===== src/rtl/perf_pkg.sv =====
package perf_pkg;
  localparam int BUS_W  = 32;
  localparam int ADDR_W = 3;

  localparam logic [ADDR_W-1:0] ADR_CTRL   = 3'd0;
  localparam logic [ADDR_W-1:0] ADR_ARM    = 3'd1;
  localparam logic [ADDR_W-1:0] ADR_DISARM = 3'd2;
  localparam logic [ADDR_W-1:0] ADR_USR    = 3'd3;
  localparam logic [ADDR_W-1:0] ADR_CYC    = 3'd4;
  localparam logic [ADDR_W-1:0] ADR_EVT0   = 3'd5;

  // Implemented enable bits: event counters at the bottom, cycle counter at cyc.
  function automatic logic [BUS_W-1:0] en_mask_f(int nevt, int cyc);
    logic [BUS_W-1:0] m;
    m = '0;
    for (int i = 0; i < nevt; i++) m[i] = 1'b1;
    m[cyc] = 1'b1;
    return m;
  endfunction
endpackage


===== src/rtl/perf_access_guard.sv =====
module perf_access_guard
  import perf_pkg::*;
(
  input  logic              clk,
  input  logic              rst_n,
  input  logic              bus_wr,
  input  logic              bus_rd,
  input  logic              bus_user,
  input  logic [ADDR_W-1:0] bus_addr,
  input  logic              usr_en,
  output logic              wr_ok,
  output logic              rd_ok,
  output logic              err_q
);
  logic refuse;

  always_comb begin
    refuse = 1'b0;
    if (bus_user && (bus_wr || bus_rd)) begin
      if (!usr_en)                          refuse = 1'b1;
      else if (bus_wr && bus_addr == ADR_USR) refuse = 1'b1;
    end
  end

  assign wr_ok = bus_wr && !refuse;
  assign rd_ok = bus_rd && !refuse;

  always_ff @(posedge clk or negedge rst_n) begin
    if (!rst_n) err_q <= 1'b0;
    else        err_q <= refuse;
  end
endmodule


===== src/rtl/perf_enable_reg.sv =====
module perf_enable_reg
  import perf_pkg::*;
#(
  parameter logic [BUS_W-1:0] MASK = '1
) (
  input  logic             clk,
  input  logic             rst_n,
  input  logic             arm_we,
  input  logic             disarm_we,
  input  logic [BUS_W-1:0] wdata,
  output logic [BUS_W-1:0] en_q
);
  logic [BUS_W-1:0] set_bits;
  logic [BUS_W-1:0] clr_bits;
  logic [BUS_W-1:0] en_d;

  assign set_bits = arm_we    ? wdata : '0;
  assign clr_bits = disarm_we ? wdata : '0;
  // Clearing is applied last, so it dominates a same-cycle set.
  assign en_d     = ((en_q | set_bits) & ~clr_bits) & MASK;

  always_ff @(posedge clk or negedge rst_n) begin
    if (!rst_n) en_q <= '0;
    else        en_q <= en_d;
  end
endmodule


===== src/rtl/perf_counter.sv =====
module perf_counter #(
  parameter int CNT_W = 32
) (
  input  logic             clk,
  input  logic             rst_n,
  input  logic             inc,
  output logic [CNT_W-1:0] cnt
);
  always_ff @(posedge clk or negedge rst_n) begin
    if (!rst_n)   cnt <= '0;
    else if (inc) cnt <= cnt + CNT_W'(1);
  end
endmodule


===== src/rtl/perf_enable_ctrl.sv =====
module perf_enable_ctrl
  import perf_pkg::*;
#(
  parameter int CNT_W   = 32,
  parameter int NUM_EVT = 3,
  parameter int CYC_BIT = 31
) (
  input  logic               clk,
  input  logic               rst_n,
  input  logic               bus_wr,
  input  logic               bus_rd,
  input  logic               bus_user,
  input  logic [ADDR_W-1:0]  bus_addr,
  input  logic [BUS_W-1:0]   bus_wdata,
  output logic [BUS_W-1:0]   bus_rdata,
  output logic               bus_err,
  input  logic [NUM_EVT-1:0] evt_pulse
);
  localparam int               NUM_CNT = NUM_EVT + 1;
  localparam logic [BUS_W-1:0] EN_MASK = en_mask_f(NUM_EVT, CYC_BIT);

  logic             wr_ok;
  logic             rd_ok;
  logic             gen_q;
  logic             usr_en_q;
  logic [BUS_W-1:0] en_vec;
  logic [BUS_W-1:0] rd_val;
  logic [CNT_W-1:0] cnt_q [NUM_CNT];

  perf_access_guard u_guard (
    .clk      (clk),
    .rst_n    (rst_n),
    .bus_wr   (bus_wr),
    .bus_rd   (bus_rd),
    .bus_user (bus_user),
    .bus_addr (bus_addr),
    .usr_en   (usr_en_q),
    .wr_ok    (wr_ok),
    .rd_ok    (rd_ok),
    .err_q    (bus_err)
  );

  perf_enable_reg #(.MASK(EN_MASK)) u_en (
    .clk       (clk),
    .rst_n     (rst_n),
    .arm_we    (wr_ok && bus_addr == ADR_ARM),
    .disarm_we (wr_ok && bus_addr == ADR_DISARM),
    .wdata     (bus_wdata),
    .en_q      (en_vec)
  );

  always_ff @(posedge clk or negedge rst_n) begin
    if (!rst_n) begin
      gen_q    <= 1'b0;
      usr_en_q <= 1'b0;
    end else if (wr_ok) begin
      if (bus_addr == ADR_CTRL) gen_q    <= bus_wdata[0];
      if (bus_addr == ADR_USR)  usr_en_q <= bus_wdata[0];
    end
  end

  for (genvar g = 0; g < NUM_CNT; g++) begin : g_cnt
    logic bump;
    if (g == 0) begin : g_cyc
      assign bump = gen_q && en_vec[CYC_BIT];
    end else begin : g_evt
      assign bump = gen_q && en_vec[g-1] && evt_pulse[g-1];
    end
    perf_counter #(.CNT_W(CNT_W)) u_cnt (
      .clk   (clk),
      .rst_n (rst_n),
      .inc   (bump),
      .cnt   (cnt_q[g])
    );
  end

  always_comb begin
    rd_val = '0;
    case (bus_addr)
      ADR_CTRL:            rd_val = {{(BUS_W-1){1'b0}}, gen_q};
      ADR_ARM, ADR_DISARM: rd_val = en_vec;
      ADR_USR:             rd_val = {{(BUS_W-1){1'b0}}, usr_en_q};
      ADR_CYC:             rd_val = BUS_W'(cnt_q[0]);
      default: begin
        for (int i = 0; i < NUM_EVT; i++)
          if (int'(bus_addr) == int'(ADR_EVT0) + i) rd_val = BUS_W'(cnt_q[i+1]);
      end
    endcase
  end

  assign bus_rdata = rd_ok ? rd_val : '0;
endmodule


===== config.mk =====
export PLATFORM = sky130hd
export DESIGN_NAME = perf_enable_ctrl
export DESIGN_NICKNAME = d
export VERILOG_FILES = /design/src/rtl/perf_pkg.sv /design/src/rtl/perf_access_guard.sv /design/src/rtl/perf_enable_reg.sv /design/src/rtl/perf_counter.sv /design/src/rtl/perf_enable_ctrl.sv
export SDC_FILE = /design/constraint.sdc
export NUM_CORES = 1
export LEC_CHECK = 0
export ABC_AREA = 1
export BUFFER_PORTS_ARGS = -buffer_cell sky130_fd_sc_hd__buf_4
export CAP_MARGIN = 0
export CORE_ASPECT_RATIO = 1.4
export CORE_MARGIN = 1.5
export CORE_UTILIZATION = 60
export CTS_BUF_LIST = sky130_fd_sc_hd__clkbuf_16
export DETAILED_ROUTE_END_ITERATION = 16
export HOLD_SLACK_MARGIN = 0.02
export PLACE_DENSITY = 0.91
export SETUP_SLACK_MARGIN = 0.3
export SYNTH_ARGS = -nofsm -noshare
export SYNTH_HDL_FRONTEND = slang
export SYNTH_SLANG_ARGS = --single-unit

===== constraint.sdc =====
create_clock -name clk -period 2.7 [get_ports clk]
set_input_delay 0.135 -clock clk [delete_from_list [all_inputs] [get_ports clk]]
set_output_delay 0.135 -clock clk [all_outputs]
set_load 0.03 [all_outputs]

==> impl_metrics.tcl <==
set metrics [dict create \
    place.gp.congestion 0.949 \
    pwr-share-seq 0.453 \
    grt_util_all_layers 0.332 \
    avgSynthCellArea_um2 7.07 \
    drc 0 \
    path_class "register to output pin" \
    drtAntennaViolNets 0 \
    hpwl_um 17700 \
    power.share.clock 0.415 \
    die_area_um2 15100 \
    p_total_mw 5.23 \
    portBuffers 47 \
    power.share.combinational 0.131 \
    clock_skew_ps 8.89 \
    setup_viol 0 \
    start_util 0.617 \
    htree_num_levels 4 \
    postCtsHoldBufs 5 \
    drive_gt1_frac 0.0995 \
    fin_nets 1323 \
    grt_max_degree 59 \
    synth_top_area_share 0.392 \
    finalHoldViolations 0 \
    fillers 1084 \
    cts.sinks 135 \
    p_int_mw 3.71 \
    final-seq-area_um2 3380 \
    end_kind "output pin" \
    worstMarginPinSlew_ps 563 \
    leakagePower_nw 4.68 \
    slew_viol_final 0 \
    drt_iter0_drc 800 \
    die_h_um 145 \
    r2r_start "gen_q" \
    syn_to_final_growth_pct 12.8 \
    postCtsSetupBuffers 0 \
    die_w_um 104 \
    outcome "finished clean" \
    maxCapViolCount 0 \
    cts_buffers 17 \
    max_clock_freq_ghz 0.472 \
    ios 76 \
    root_buffer "clkbuf_16" \
    p_switching_mw 1.52 \
    netlist_area_um2 8620 \
    grt_pass1_vias 8074 \
    cts_max_path_buffers 2 \
    fin_setup_tns_ps 0 \
    core_area_um2 14000 \
    clk_pin_slew_ps 60 \
    grt_overflow 0 \
    timing.final.crit_share 0.785 \
    start_kind "register" \
    layout.cells.non_filler 1472 \
    hp-class "input port to register" \
    utilization 0.696 \
    synth_edf_count 0 \
    multi_input_comb_area_um2 4510 \
    cts_resized 0 \
    ys_ff_latch 135 \
    cts_tree "done" \
    syn-instance-count 1219 \
    slew_headroom 0.624 \
    crit_arrival_ps 1990 \
    p_sw_frac 0.290 \
    dp.cells 1437 \
    fin_ws_ps 579 \
    wirelength_um 23900 \
    diodes 0 \
    synthFlopType "dfrtp_1" \
    antenna_found_initial 0 \
    post_drt_wl_per_cell_um 16.2 \
    ys_top_cells_by_area "dfrtp_1, nand2_1, inv_1" \
    rsz0062_at_grt "false" \
    ys_warn_count 0 \
    critPathRequiredTime_ps 2570 \
    syn_nets 1266 \
    viasPerCell 5.67 \
    crit_start "usr_en_q" \
    period_minus_slack_ps 2120 \
    grt_first_pass_wirelength_um 38700 \
    holdCritStartpoint "bus_wr" \
    ir_drop_mv 0.423 \
    synthArstFlopShare 1.00 \
    vias 8342 \
    ys_seq_area_frac 0.392 \
    synth_cell_types 32 \
    synth.largest_area_cell "dfrtp_1" \
    drt_first_pass_iters 6 \
    num_rows 51 \
    clkLatencyLatePin_ps 430 \
    pre_cts_ws_ps 689 \
    cp_max_fo 19 \
    p_per_area_nw_per_um2 538 \
]
area by class of cell:
class / count / share of cell area
clock buffers: 17 / 0.0437
clock inverters: 13 / 0.0104
inverters: 166 / 0.0641
multi-input cells: 899 / 0.464
flip-flops and latches: 135 / 0.347
well taps: 185 / 0.0238
repair buffers: 57 / 0.0470
kinds of logic after synthesis:
family | after synthesis | synth area share
AND/OR/NAND/NOR | 708 | 0.375
buffers and inverters | 185 | 0.0849
flip-flops | 135 | 0.392
AO/OA/AOI/OAI | 113 | 0.0676
XOR/XNOR | 74 | 0.0752
adder cells (fa/ha/maj) | 4 | 0.00581
per-stage QoR:
| stage | area, um2 | hold WS, ps |
|---|---|---|
| 6_report | 9730 | 32.5 |
| 5_1_grt | 9730 | 46.2 |
| 4_1_cts | 9730 | 24.8 |
| 3_5_place_dp | 9150 | 106 |
| 3_3_place_gp | 9150 | 103 |
| 2_1_floorplan | 8620 | -161 |
metal layers:
metal / track usage / up-vias / share of wire
li1: - / 3964 / -
met1: 0.371 / 3891 / 0.38
met2: 0.595 / 383 / 0.51
met3: 0.0528 / 104 / 0.061
met4: 0.202 / 0 / 0.054
met5: 0 / - / 0
sequential cells by signal (all words and copies together) (netlist names):
signal,count
gen_q,1
g_cnt.u_cnt.cnt,128
u_en.en_q,4
u_guard.err_q,1
usr_en_q,1
path summary, 6_finish.rpt:
kind                                                to  slack, ps  cells after the start
worst max-delay path                     bus_rdata[12]        580                      6
worst min-delay path                      u_en.en_q[2]         30                      3
worst max register to register  g_cnt[3].u_cnt.cnt[29]        710                      7
worst min register to register  g_cnt[3].u_cnt.cnt[31]        470                      2
max in group asynchronous       g_cnt[1].u_cnt.cnt[24]       1680                      3
min in group asynchronous                u_en.en_q[31]        210                      2
cell usage after synthesis, types with 3 or more instances:
cell type  count
nor2_1       159
nand2_2        6
nand3_4        4
buf_2          9
xnor2_1       23
xor2_1        51
nand3b_1       4
dfrtp_1      135
o21ai_0       47
o21ai_1       27
o22ai_1       12
nor2_4        14
ha_1           4
inv_1        160
nand2_4        3
nor2_2         9
nand2_1      348
clkbuf_1       5
nand4_1       35
nor3_2        10
inv_2          6
a21oi_1       26
nand3_1       89
nor3_1        20
buf_4          3
nand3_2        3
worst max-delay path: stages (launching register included):
cell and delay [ps]:
dfrtp_1 380, nand2_1 100, nand2_4 100, nand2_2 270, buf_4 320, nor3_2 190, buf_4 180
placed cells by master, fill, tap and decap left out, types with 2 or more instances in the layout:
cell type      instances
nand3_4                4
o21ai_0               47
nand3_1               89
nor2_2                 9
clkinv_1               6
xor2_1                51
nor2_4                14
nand2_2                6
nand4_1               35
nor2_1               159
xnor2_1               23
nor3_1                20
inv_2                  6
ha_1                   4
nor3_2                10
o21ai_1               27
buf_4                 50
nand2_4                3
nand2_1              348
bufinv_16              2
dlygate4sd3_1          5
nand3b_1               4
nand3_2                3
inv_1                165
clkbuf_16             17
dfrtp_1              135
a21oi_1               26
o22ai_1               12
power groups by stage:
stage	registers, mW	clock network [mW]	logic (mW)
4_1_cts	2.37	2.17	0.686
3_3_place_gp	2.39	0	0.650
6_report	2.37	2.17	0.688
2_1_floorplan	2.34	0	0.479
3_5_place_dp	2.40	0	0.677
5_1_grt	2.39	2.25	0.765
Power figures use the tool's default switching activity.
